--- src/rtl/rseq_pkg.sv ---
package rseq_pkg;

  typedef enum logic [1:0] {
    SEQ_UP   = 2'd0,
    SEQ_DOWN = 2'd1,
    SEQ_NAP  = 2'd2,
    SEQ_WAKE = 2'd3
  } seq_kind_t;

  typedef enum logic [1:0] {
    ST_OFF = 2'b00,
    ST_ON  = 2'b01,
    ST_NAP = 2'b10,
    ST_RUN = 2'b11
  } st_code_t;

  function automatic logic kind_raises(seq_kind_t k);
    return (k == SEQ_UP) || (k == SEQ_WAKE);
  endfunction

endpackage

--- src/rtl/rseq_map_sel.sv ---
module rseq_map_sel
  import rseq_pkg::*;
#(
  parameter int N_RAIL = 12,
  parameter int N_SLOT = 4,
  parameter int TW     = 4,
  parameter int SW     = $clog2(N_SLOT)
) (
  input  seq_kind_t                  kind_i,
  input  logic [SW-1:0]              slot_i,
  input  logic [N_SLOT*N_RAIL-1:0]   map_up_i,
  input  logic [N_SLOT*N_RAIL-1:0]   map_dn_i,
  input  logic [N_SLOT*N_RAIL-1:0]   map_nap_i,
  input  logic [N_SLOT*N_RAIL-1:0]   map_wake_i,
  input  logic [N_SLOT*TW-1:0]       up_time_i,
  input  logic [N_SLOT*TW-1:0]       dn_time_i,
  output logic [N_RAIL-1:0]          row_o,
  output logic [TW-1:0]              field_o,
  output logic                       raise_o
);

  logic [N_RAIL-1:0] up_rows   [N_SLOT];
  logic [N_RAIL-1:0] dn_rows   [N_SLOT];
  logic [N_RAIL-1:0] nap_rows  [N_SLOT];
  logic [N_RAIL-1:0] wake_rows [N_SLOT];
  logic [TW-1:0]     up_f      [N_SLOT];
  logic [TW-1:0]     dn_f      [N_SLOT];

  for (genvar s = 0; s < N_SLOT; s++) begin : g_slot
    assign up_rows[s]   = map_up_i[s*N_RAIL +: N_RAIL];
    assign dn_rows[s]   = map_dn_i[s*N_RAIL +: N_RAIL];
    assign nap_rows[s]  = map_nap_i[s*N_RAIL +: N_RAIL];
    assign wake_rows[s] = map_wake_i[s*N_RAIL +: N_RAIL];
    assign up_f[s]      = up_time_i[s*TW +: TW];
    assign dn_f[s]      = dn_time_i[s*TW +: TW];
  end

  always_comb begin
    raise_o = kind_raises(kind_i);
    case (kind_i)
      SEQ_UP:   row_o = up_rows[slot_i];
      SEQ_DOWN: row_o = dn_rows[slot_i];
      SEQ_NAP:  row_o = nap_rows[slot_i];
      default:  row_o = wake_rows[slot_i];
    endcase
    field_o = raise_o ? up_f[slot_i] : dn_f[slot_i];
  end

endmodule

--- src/rtl/rseq_slot_timer.sv ---
module rseq_slot_timer #(
  parameter int TW         = 4,
  parameter int STEP_SHORT = 2,
  parameter int STEP_LONG  = 8
) (
  input  logic          clk,
  input  logic          rst,
  input  logic          load_i,
  input  logic [TW-1:0] field_i,
  input  logic          step_sel_i,
  input  logic          tick_i,
  output logic          expire_o
);

  localparam int DMAX = ((1 << TW) - 1) * STEP_LONG;
  localparam int CW   = $clog2(DMAX + 1);

  logic [CW-1:0] cnt_q;
  logic [CW-1:0] dur;

  always_comb begin
    if (field_i == '0) dur = CW'(1);
    else dur = CW'(field_i) * (step_sel_i ? CW'(STEP_LONG) : CW'(STEP_SHORT));
  end

  always_ff @(posedge clk) begin
    if (rst) cnt_q <= '0;
    else if (load_i) cnt_q <= dur;
    else if (tick_i && cnt_q != '0) cnt_q <= cnt_q - CW'(1);
  end

  assign expire_o = tick_i && (cnt_q == CW'(1));

  // a loaded slot always lasts at least one pulse and never beyond the longest field
  a_r4_load_nonzero: assert property (@(posedge clk) disable iff (rst)
    load_i |=> (cnt_q != '0));
  a_r4_count_bounded: assert property (@(posedge clk) disable iff (rst)
    cnt_q <= CW'(DMAX));
  // an idle timer stays idle until the controller loads it
  a_r6_idle_timer: assert property (@(posedge clk) disable iff (rst)
    (!load_i && cnt_q == '0) |=> (cnt_q == '0));

endmodule

--- src/rtl/rseq_ctrl.sv ---
module rseq_ctrl
  import rseq_pkg::*;
#(
  parameter int N_SLOT = 4,
  parameter int SW     = $clog2(N_SLOT)
) (
  input  logic          clk,
  input  logic          rst,
  input  logic [3:0]    req_i,
  input  logic          expire_i,
  output logic          load_o,
  output seq_kind_t     next_kind_o,
  output logic [SW-1:0] next_slot_o,
  output seq_kind_t     cur_kind_o,
  output logic          busy_o,
  output st_code_t      st_o
);

  logic          busy_q;
  seq_kind_t     kind_q;
  logic [SW-1:0] slot_q;
  st_code_t      rest_q, rest_nx, st_q;
  logic [3:0]    pend_q, cand, legal, avail;
  seq_kind_t     sel;
  logic          start, advance, finish, last;

  always_comb begin
    cand  = pend_q | req_i;
    legal = '0;
    case (rest_q)
      ST_OFF:  legal[SEQ_UP] = 1'b1;
      ST_ON:   begin legal[SEQ_DOWN] = 1'b1; legal[SEQ_NAP]  = 1'b1; end
      ST_NAP:  begin legal[SEQ_DOWN] = 1'b1; legal[SEQ_WAKE] = 1'b1; end
      default: legal = '0;
    endcase
    avail = cand & legal;
    if (avail[SEQ_DOWN])      sel = SEQ_DOWN;
    else if (avail[SEQ_NAP])  sel = SEQ_NAP;
    else if (avail[SEQ_WAKE]) sel = SEQ_WAKE;
    else                      sel = SEQ_UP;

    last    = (slot_q == SW'(N_SLOT - 1));
    start   = !busy_q && (avail != '0);
    advance = busy_q && expire_i && !last;
    finish  = busy_q && expire_i && last;

    case (kind_q)
      SEQ_DOWN: rest_nx = ST_OFF;
      SEQ_NAP:  rest_nx = ST_NAP;
      default:  rest_nx = ST_ON;
    endcase

    load_o      = start || advance;
    next_kind_o = start ? sel : kind_q;
    next_slot_o = start ? '0 : slot_q + SW'(1);
  end

  always_ff @(posedge clk) begin
    if (rst) begin
      busy_q <= 1'b0;
      kind_q <= SEQ_UP;
      slot_q <= '0;
      rest_q <= ST_OFF;
      st_q   <= ST_OFF;
      pend_q <= '0;
    end else begin
      if (busy_q) pend_q <= pend_q | req_i;
      else        pend_q <= '0;
      if (start) begin
        busy_q <= 1'b1;
        kind_q <= sel;
        slot_q <= '0;
        st_q   <= ST_RUN;
      end else if (advance) begin
        slot_q <= slot_q + SW'(1);
      end else if (finish) begin
        busy_q <= 1'b0;
        rest_q <= rest_nx;
        st_q   <= rest_nx;
      end
    end
  end

  assign cur_kind_o = kind_q;
  assign busy_o     = busy_q;
  assign st_o       = st_q;

  // leaving the off state is only possible by starting a sequence
  a_r2_off_exit: assert property (@(posedge clk) disable iff (rst)
    (st_q == ST_OFF) |=> (st_q == ST_OFF || st_q == ST_RUN));
  // a running sequence reports 11 until its timer expires
  a_r7_run_until_expiry: assert property (@(posedge clk) disable iff (rst)
    (st_q == ST_RUN && !expire_i) |=> (st_q == ST_RUN));
  a_r7_code_tracks_busy: assert property (@(posedge clk) disable iff (rst)
    busy_q == (st_q == ST_RUN));
  // the slot index only moves on an expiry
  a_r3_slot_holds: assert property (@(posedge clk) disable iff (rst)
    (busy_q && !expire_i) |=> $stable(slot_q));
  // held requests never survive an idle cycle
  a_r8_pend_flushed: assert property (@(posedge clk) disable iff (rst)
    !busy_q |=> (pend_q == '0));

endmodule

--- src/rtl/rail_seq.sv ---
module rail_seq
  import rseq_pkg::*;
#(
  parameter int N_RAIL     = 12,
  parameter int N_SLOT     = 4,
  parameter int TW         = 4,
  parameter int STEP_SHORT = 2,
  parameter int STEP_LONG  = 8
) (
  input  logic                     clk,
  input  logic                     rst,
  input  logic                     tick_i,
  input  logic                     step_sel_i,
  input  logic                     req_up_i,
  input  logic                     req_dn_i,
  input  logic                     req_nap_i,
  input  logic                     req_wake_i,
  input  logic [N_SLOT*TW-1:0]     up_time_i,
  input  logic [N_SLOT*TW-1:0]     dn_time_i,
  input  logic [N_SLOT*N_RAIL-1:0] map_up_i,
  input  logic [N_SLOT*N_RAIL-1:0] map_dn_i,
  input  logic [N_SLOT*N_RAIL-1:0] map_nap_i,
  input  logic [N_SLOT*N_RAIL-1:0] map_wake_i,
  output logic [N_RAIL-1:0]        rail_en_o,
  output logic [1:0]               state_o
);

  localparam int SW = $clog2(N_SLOT);

  logic [3:0]        req;
  logic              load, expire, busy, raise;
  seq_kind_t         next_kind, cur_kind;
  logic [SW-1:0]     next_slot;
  logic [N_RAIL-1:0] row;
  logic [TW-1:0]     field;
  st_code_t          st;
  logic [N_RAIL-1:0] en_q;

  always_comb begin
    req           = '0;
    req[SEQ_UP]   = req_up_i;
    req[SEQ_DOWN] = req_dn_i;
    req[SEQ_NAP]  = req_nap_i;
    req[SEQ_WAKE] = req_wake_i;
  end

  rseq_ctrl #(.N_SLOT(N_SLOT), .SW(SW)) u_ctrl (
    .clk(clk), .rst(rst), .req_i(req), .expire_i(expire),
    .load_o(load), .next_kind_o(next_kind), .next_slot_o(next_slot),
    .cur_kind_o(cur_kind), .busy_o(busy), .st_o(st)
  );

  rseq_map_sel #(.N_RAIL(N_RAIL), .N_SLOT(N_SLOT), .TW(TW), .SW(SW)) u_sel (
    .kind_i(next_kind), .slot_i(next_slot),
    .map_up_i(map_up_i), .map_dn_i(map_dn_i), .map_nap_i(map_nap_i), .map_wake_i(map_wake_i),
    .up_time_i(up_time_i), .dn_time_i(dn_time_i),
    .row_o(row), .field_o(field), .raise_o(raise)
  );

  rseq_slot_timer #(.TW(TW), .STEP_SHORT(STEP_SHORT), .STEP_LONG(STEP_LONG)) u_timer (
    .clk(clk), .rst(rst), .load_i(load), .field_i(field),
    .step_sel_i(step_sel_i), .tick_i(tick_i), .expire_o(expire)
  );

  always_ff @(posedge clk) begin
    if (rst) en_q <= '0;
    else if (load) en_q <= raise ? (en_q | row) : (en_q & ~row);
  end

  assign rail_en_o = en_q;
  assign state_o   = st;

  // a raising sequence never clears a rail, a lowering one never sets one
  a_r5_up_only_sets: assert property (@(posedge clk) disable iff (rst)
    (busy && kind_raises(cur_kind)) |=> (($past(en_q) & ~en_q) == '0));
  a_r5_down_only_clears: assert property (@(posedge clk) disable iff (rst)
    (busy && !kind_raises(cur_kind)) |=> ((~$past(en_q) & en_q) == '0));
  // no enable moves while idle and nothing starts
  a_r6_idle_hold: assert property (@(posedge clk) disable iff (rst)
    (!busy && !load) |=> $stable(en_q));

endmodule

--- config.mk ---
export PLATFORM = sky130hd
export DESIGN_NAME = rail_seq
export DESIGN_NICKNAME = d
export VERILOG_FILES = /design/src/rtl/rseq_pkg.sv /design/src/rtl/rseq_map_sel.sv /design/src/rtl/rseq_slot_timer.sv /design/src/rtl/rseq_ctrl.sv /design/src/rtl/rail_seq.sv
export SDC_FILE = /design/constraint.sdc
export NUM_CORES = 1
export LEC_CHECK = 0
export BUFFER_PORTS_ARGS = -buffer_cell sky130_fd_sc_hd__clkbuf_2
export CAP_MARGIN = 15
export CORE_ASPECT_RATIO = 0.75
export CORE_MARGIN = 4
export CORE_UTILIZATION = 28
export DETAILED_ROUTE_END_ITERATION = 12
export SLEW_MARGIN = 15
export SYNTH_ARGS = -nofsm -noshare
export SYNTH_HDL_FRONTEND = slang
export SYNTH_SLANG_ARGS = --single-unit
--- constraint.sdc ---
create_clock -name clk -period 8.4 [get_ports clk]
set_input_delay 0.84 -clock clk [delete_from_list [all_inputs] [get_ports clk]]
set_output_delay 0.84 -clock clk [all_outputs]
set_load 0.02 [all_outputs]
==> impl_metrics.json, run 1 <==
{
  "status": "finished, final reports clean",
  "wl_per_cell_um": 18.6,
  "setup_tns_ns": 0,
  "hold_class": "reg2reg",
  "cts.clk_slew.worst_paths_ns": 0.05,
  "place_area_mm2": 0.00527,
  "cts_tree": "yes",
  "drc": 0,
  "async_flop_share_pct": 0,
  "rr_startpoint": "u_ctrl.rest_q[0]$_SDFFE_PP0P_",
  "finalClockSkew_ns": 0.00599,
  "drv_slew": 0,
  "seqCellArea_um2": 642,
  "hold_viol_final": 0,
  "drtIter0Drc": 251,
  "drive_gt1_share_pct": 38.7,
  "crit_path_start_kind": "primary input",
  "min_path_cells": 2,
  "synth.avg_cell_area_um2": 7.25,
  "critPathMaxFanout": 52,
  "setup_viol": 0,
  "drt_first_pass_iters": 5,
  "fin_area_mm2": 0.00544,
  "num-nets-final": 1003,
  "yosys_warnings": 0,
  "n_fill_cell": 1504,
  "ys_ff_latch": 32,
  "cts_buffers": 5,
  "die_area_mm2": 0.0162,
  "p_leak_nw": 2.37,
  "antennaDiodeCount": 0,
  "maxCapViolations": 0,
  "finalPower_mw": 0.673,
  "place_hpwl_um": 13700,
  "synth_edf_count": 0,
  "max_freq_mhz": 246,
  "io_buffers": 245,
  "end_kind": "flop",
  "ff2ff_path_depth": 13,
  "clock_path_buffers": 2,
  "grt_max_degree": 59,
  "timing.final.crit_share_pct": 48.4,
  "synth_ff_type": "dfxtp_1",
  "required_ns": 8.53,
  "ant_nets": 0,
  "synth_area_mm2": 0.00399,
  "die-height_um": 111,
  "arrival_ns": 4.20,
  "htree_num_levels": 2,
  "clk_latency_ns": 0.28,
  "syn_inst": 550,
  "relSlewSlack_pct": 40.1,
  "reg2reg_slack_ns": 4.45,
  "syn-num-nets": 794,
  "worst_slew_pin_slew_ns": 0.898,
  "wl_um": 17400,
  "routabilityCongestion": 0.864,
  "worst-setup-path-type": "in2reg",
  "rows": 37,
  "synth_top_area_share_pct": 16.1,
  "cts.sinks": 32,
  "cts.repair.resized": 0,
  "postCtsSetupBuffers": 0,
  "period_needed_ns": 4.06,
  "final_common_cell": "clkbuf_2",
  "grt_pass1_vias": 5010,
  "multi_input_area_mm2": 0.00308,
  "grt_pass1_wl_um": 26500,
  "rsz0062_at_grt": "no",
  "setup_ws_ns": 4.34,
  "ios": 246,
  "vias": 4989,
  "layout_common_cells": "clkbuf_2, nand2_1, mux2i_1",
  "via_per_inst": 5.34,
  "antenna_found_initial": 0,
  "synth_top_cell_by_area": "dfxtp_1",
  "dp_slack_ns": 4.15,
  "place_inst": 927,
  "grt_use_total_pct": 20.1,
  "final_cells": 935,
  "area_growth_pct": 36.5,
  "peakVddDrop_uv": 65.9,
  "synth_cell_types": 61,
  "core_area_mm2": 0.0138,
  "powerDensity_mw_per_mm2": 124,
  "start_util_pct": 28.8,
  "cts-root-buf": "clkbuf_16",
  "yosysSeqAreaShare_pct": 16.1,
  "gr-total-overflow": 0,
  "yosys-top-cells-area": "dfxtp_1, mux2i_1, nand2_1",
  "holdBufCountCts": 0,
  "die_width_um": 146
}
through the flow:
| stage | util (%) | hold slack [ns] |
|---|---|---|
| after CTS | 39.3 | 0.463 |
| after global routing | 39.3 | 0.493 |
| after global placement | 38.1 | 0.451 |
| final | 39.3 | 0.461 |
| after detailed placement | 38.1 | 0.448 |
| after floorplan | - | 0.450 |
synth_stat cells, drive strengths merged (2+ instances only):
master  instances
a221o           2
o211ai         14
ha             12
nor4b           2
and3            2
a41o            2
a21oi          41
nand4           2
nor3            9
mux2i          53
clkbuf         19
and2            4
mux2           18
nand2          67
o31ai          13
o221a           3
or3             8
o21ai          33
o22ai          30
xnor2           4
dfxtp          32
inv            23
a221oi         23
nand2b         20
a22oi           3
nor2           41
a211o           2
buf            27
nand3           5
nor2b           3
or3b            2
nor3b           3
a211oi         13
critical path: stages:
cell and delay (ns):
clkbuf_2 0.09, o21ai_1 0.34, a41o_2 0.87, a32oi_1 0.24
inv_1 0.16, ha_1 0.57, nand2_1 0.42, nor2_1 0.17
o21ai_0 0.09, o211ai_1 0.17, a21oi_1 0.08, mux2i_1 0.13
area by class of cell:
cell class                 count  area share, %
multi-input combinational    448           56.6
timing repair buffer         248           22.9
sequential                    32           11.8
tap                          175           4.02
clock buffer                   6           2.37
inverter                      24           1.66
clock inverter                 2          0.644
cells by family (layout without fill, tap and decap cells):
group           Yosys count  in the layout  share of synthesized area, %
flops                    32             32                          16.1
fa+ha+maj                12             12                          3.77
buf+inv                  70            280                          7.72
simple gates            170            170                          20.6
other cells               1              1                        0.0941
xor+xnor                  5              5                          1.10
compound gates          189            189                          32.3
mux                      71             71                          18.4
power by group:
group / internal (mW) / switching (mW)
combinational: 0.127 / 0.157
clock: 0.139 / 0.0672
sequential: 0.168 / 0.0139
total: 0.434 / 0.238
worst max-delay path by stage:
stage / depth (start not counted) / slack (ns) / end / startpoint
floorplan: 15 / 4.61 / u_timer.cnt_q[4]$_SDFFE_PP0P_ / req_up_i
global placement: 12 / 4.22 / flop / req_up_i
detailed placement: 12 / 4.15 / flop / req_up_i
CTS: 12 / 4.43 / flop / req_up_i
global route: 12 / 3.96 / flop / req_up_i
finish: 12 / 4.34 / flop / req_up_i
layer usage:
metal / track usage, % / share of wire (%) / vias up
li1: - / - / 2466
met1: 27.5 / 45 / 2294
met2: 32.1 / 44 / 215
met3: 5.82 / 10 / 14
met4: 3.42 / 1.1 / 0
met5: 0 / 0 / -
No activity file was read; power rests on OpenSTA's default activity.
==> run 2: changes to the inputs <==
==> constraint.sdc (replaced) <==
create_clock -name clk -period 3.65 [get_ports clk]
set_input_delay 0.365 -clock clk [delete_from_list [all_inputs] [get_ports clk]]
set_output_delay 0.365 -clock clk [all_outputs]
set_load 0.02 [all_outputs]
==> run 2 against run 1 <==
Net effect: core utilization is 0.86 points higher; worst setup slack worse by 3.9 ns; sequential power rose by 130%; cell area up 2.2%; combinational power rose by 130%; critical path type is now reg2reg.
==> impl_metrics.json, run 2 (synthesis results as in run 1) <==
{
  "max_freq_mhz": 313,
  "place_inst": 941,
  "vias": 4979,
  "place_hpwl_um": 14000,
  "num-nets-final": 1017,
  "hold_class": "in2reg",
  "relSlewSlack_pct": 56.6,
  "reg2reg_slack_ns": 0.46,
  "place_area_mm2": 0.00538,
  "maxCapViolations": 0,
  "grt_pass1_wl_um": 26200,
  "end_kind": "flop",
  "grt_max_degree": 50,
  "gr-total-overflow": 0,
  "area_growth_pct": 39.5,
  "rsz0062_at_grt": "no",
  "holdBufCountCts": 0,
  "clock_path_buffers": 2,
  "crit_top_cell": "ha_1",
  "peakVddDrop_uv": 168,
  "crit_chain": "inv_1, ha_1, o21ai_2, a41oi_4, o21ai_0, ha_1, o21ai_0, o22ai_1, a221oi_2, mux2i_1, ha_1, a41o_1",
  "layout_common_cells": "clkbuf_2, nand2_1, mux2i_1",
  "path_delay_family": "compound AO/OA/AOI/OAI gates",
  "critPathMaxFanout": 10,
  "die_area_mm2": 0.0162,
  "io_buffers": 245,
  "cts_buffers": 5,
  "required_ns": 3.82,
  "finalClockSkew_ns": 0.00661,
  "drtIter0Drc": 292,
  "cts.clk_slew.worst_paths_ns": 0.05,
  "ant_nets": 0,
  "grt_use_total_pct": 19.6,
  "clk_latency_ns": 0.28,
  "hold_viol_final": 0,
  "ff2ff_path_depth": 12,
  "powerDensity_mw_per_mm2": 286,
  "core_area_mm2": 0.0138,
  "die-height_um": 111,
  "min_path_cells": 3,
  "crit_path_start_kind": "flop",
  "min_to": "u_ctrl.pend_q[0]$_SDFF_PP0_",
  "final_cells": 949,
  "grt_pass1_vias": 4763,
  "max_stage_delay_ns": 0.43,
  "final_util_pct": 40.2,
  "worst-setup-path-type": "reg2reg",
  "wl_um": 17100,
  "final_common_cell": "clkbuf_2",
  "period_needed_ns": 3.19,
  "ios": 246,
  "drive_gt1_share_pct": 39.9,
  "wl_met3_um": 1680,
  "drc": 0,
  "status": "finished, final reports clean",
  "cts.sinks": 32,
  "drv_slew": 0,
  "arrival_ns": 3.36,
  "htree_num_levels": 2,
  "cts_tree": "yes",
  "p_leak_nw": 2.45,
  "min-delay-start": "req_up_i",
  "routabilityCongestion": 0.846,
  "drt_first_pass_iters": 5,
  "cts-root-buf": "clkbuf_16",
  "setup_tns_ns": 0,
  "n_fill_cell": 1495,
  "wl_per_cell_um": 18.0,
  "worst_slew_pin_slew_ns": 0.650,
  "timing.final.crit_share_pct": 87.4,
  "setup_viol": 0,
  "rr_startpoint": "u_ctrl.rest_q[0]$_SDFFE_PP0P_",
  "r2r_end": "u_timer.cnt_q[4]$_SDFFE_PP0P_",
  "rows": 37,
  "wl_met1_um": 7920,
  "cts.repair.resized": 0,
  "antenna_found_initial": 0,
  "critPathBufInv": 1,
  "slowest_stage": "ha_1",
  "via_per_inst": 5.25,
  "wl_met2_um": 7400,
  "die_width_um": 146,
  "start_util_pct": 28.8,
  "fin_area_mm2": 0.00556,
  "postCtsSetupBuffers": 0,
  "routed.top_layer": "met4",
  "holdWs_ns": 0.347,
  "antennaDiodeCount": 0
}
[run 2: cell types whose count changed in the layout (fill, tap and decap cells not counted)]
cell	before	now
clkinv_2	1	0
nor2_4	1	0
nor2_2	0	1
buf_4	3	17
clkbuf_1	1	0
clkbuf_8	0	2
[run 2: how the worst max path moves through the flow]
| stage | startpoint | to | depth (start not counted) |
|---|---|---|---|
| global route | u_ctrl.rest_q[0]$_SDFFE_PP0P_ | u_timer.cnt_q[4]$_SDFFE_PP0P_ | 12 |
| floorplan | u_ctrl.rest_q[0]$_SDFFE_PP0P_ | u_timer.cnt_q[4]$_SDFFE_PP0P_ | 17 |
| CTS | u_ctrl.rest_q[0]$_SDFFE_PP0P_ | u_timer.cnt_q[4]$_SDFFE_PP0P_ | 12 |
| detailed placement | u_ctrl.rest_q[0]$_SDFFE_PP0P_ | u_timer.cnt_q[4]$_SDFFE_PP0P_ | 12 |
| finish | u_ctrl.rest_q[0]$_SDFFE_PP0P_ | u_timer.cnt_q[4]$_SDFFE_PP0P_ | 12 |
| global placement | u_ctrl.rest_q[0]$_SDFFE_PP0P_ | u_timer.cnt_q[4]$_SDFFE_PP0P_ | 13 |
[run 2: report_power, final]
group	total [mW]	switching, mW	leakage (nW)	internal, mW
Clock	0.518	0.159	0.0901	0.359
Combinational	0.653	0.356	2.10	0.298
Sequential	0.419	0.0327	0.263	0.386
Total	1.59	0.547	2.45	1.04
[run 2: per-layer routing]
| metal | up-vias | GRT usage [%] |
|---|---|---|
| li1 | 2503 | - |
| met1 | 2273 | 27.7 |
| met2 | 195 | 30.4 |
| met3 | 8 | 6.31 |
| met4 | 0 | 1.52 |
| met5 | - | 0 |
[run 2: layout make-up]
type	count	area (um^2)	area share (%)
inverter	24	90.1	1.62
timing repair buffer	262	1350	24.3
multi-input combinational	448	3070	55.3
tap	175	219	3.94
clock inverter	1	30.0	0.540
sequential	32	642	11.5
clock buffer	7	153	2.75
[run 2: metrics by stage]
| stage | setup WS [ns] | power [mW] |
|---|---|---|
| after floorplan | 0.0669 | 0.811 |
| after detailed placement | 0.459 | 1.07 |
| after global placement | 0.573 | 1.07 |
| after global routing | 0.165 | 1.69 |
| after CTS | 0.431 | 1.60 |
| final | 0.458 | 1.59 |
[run 2: tightest hold or removal path, stage by stage]
cell      delay (ns)
clkbuf_2        0.09
nor2_1          0.04
nor2_1          0.09
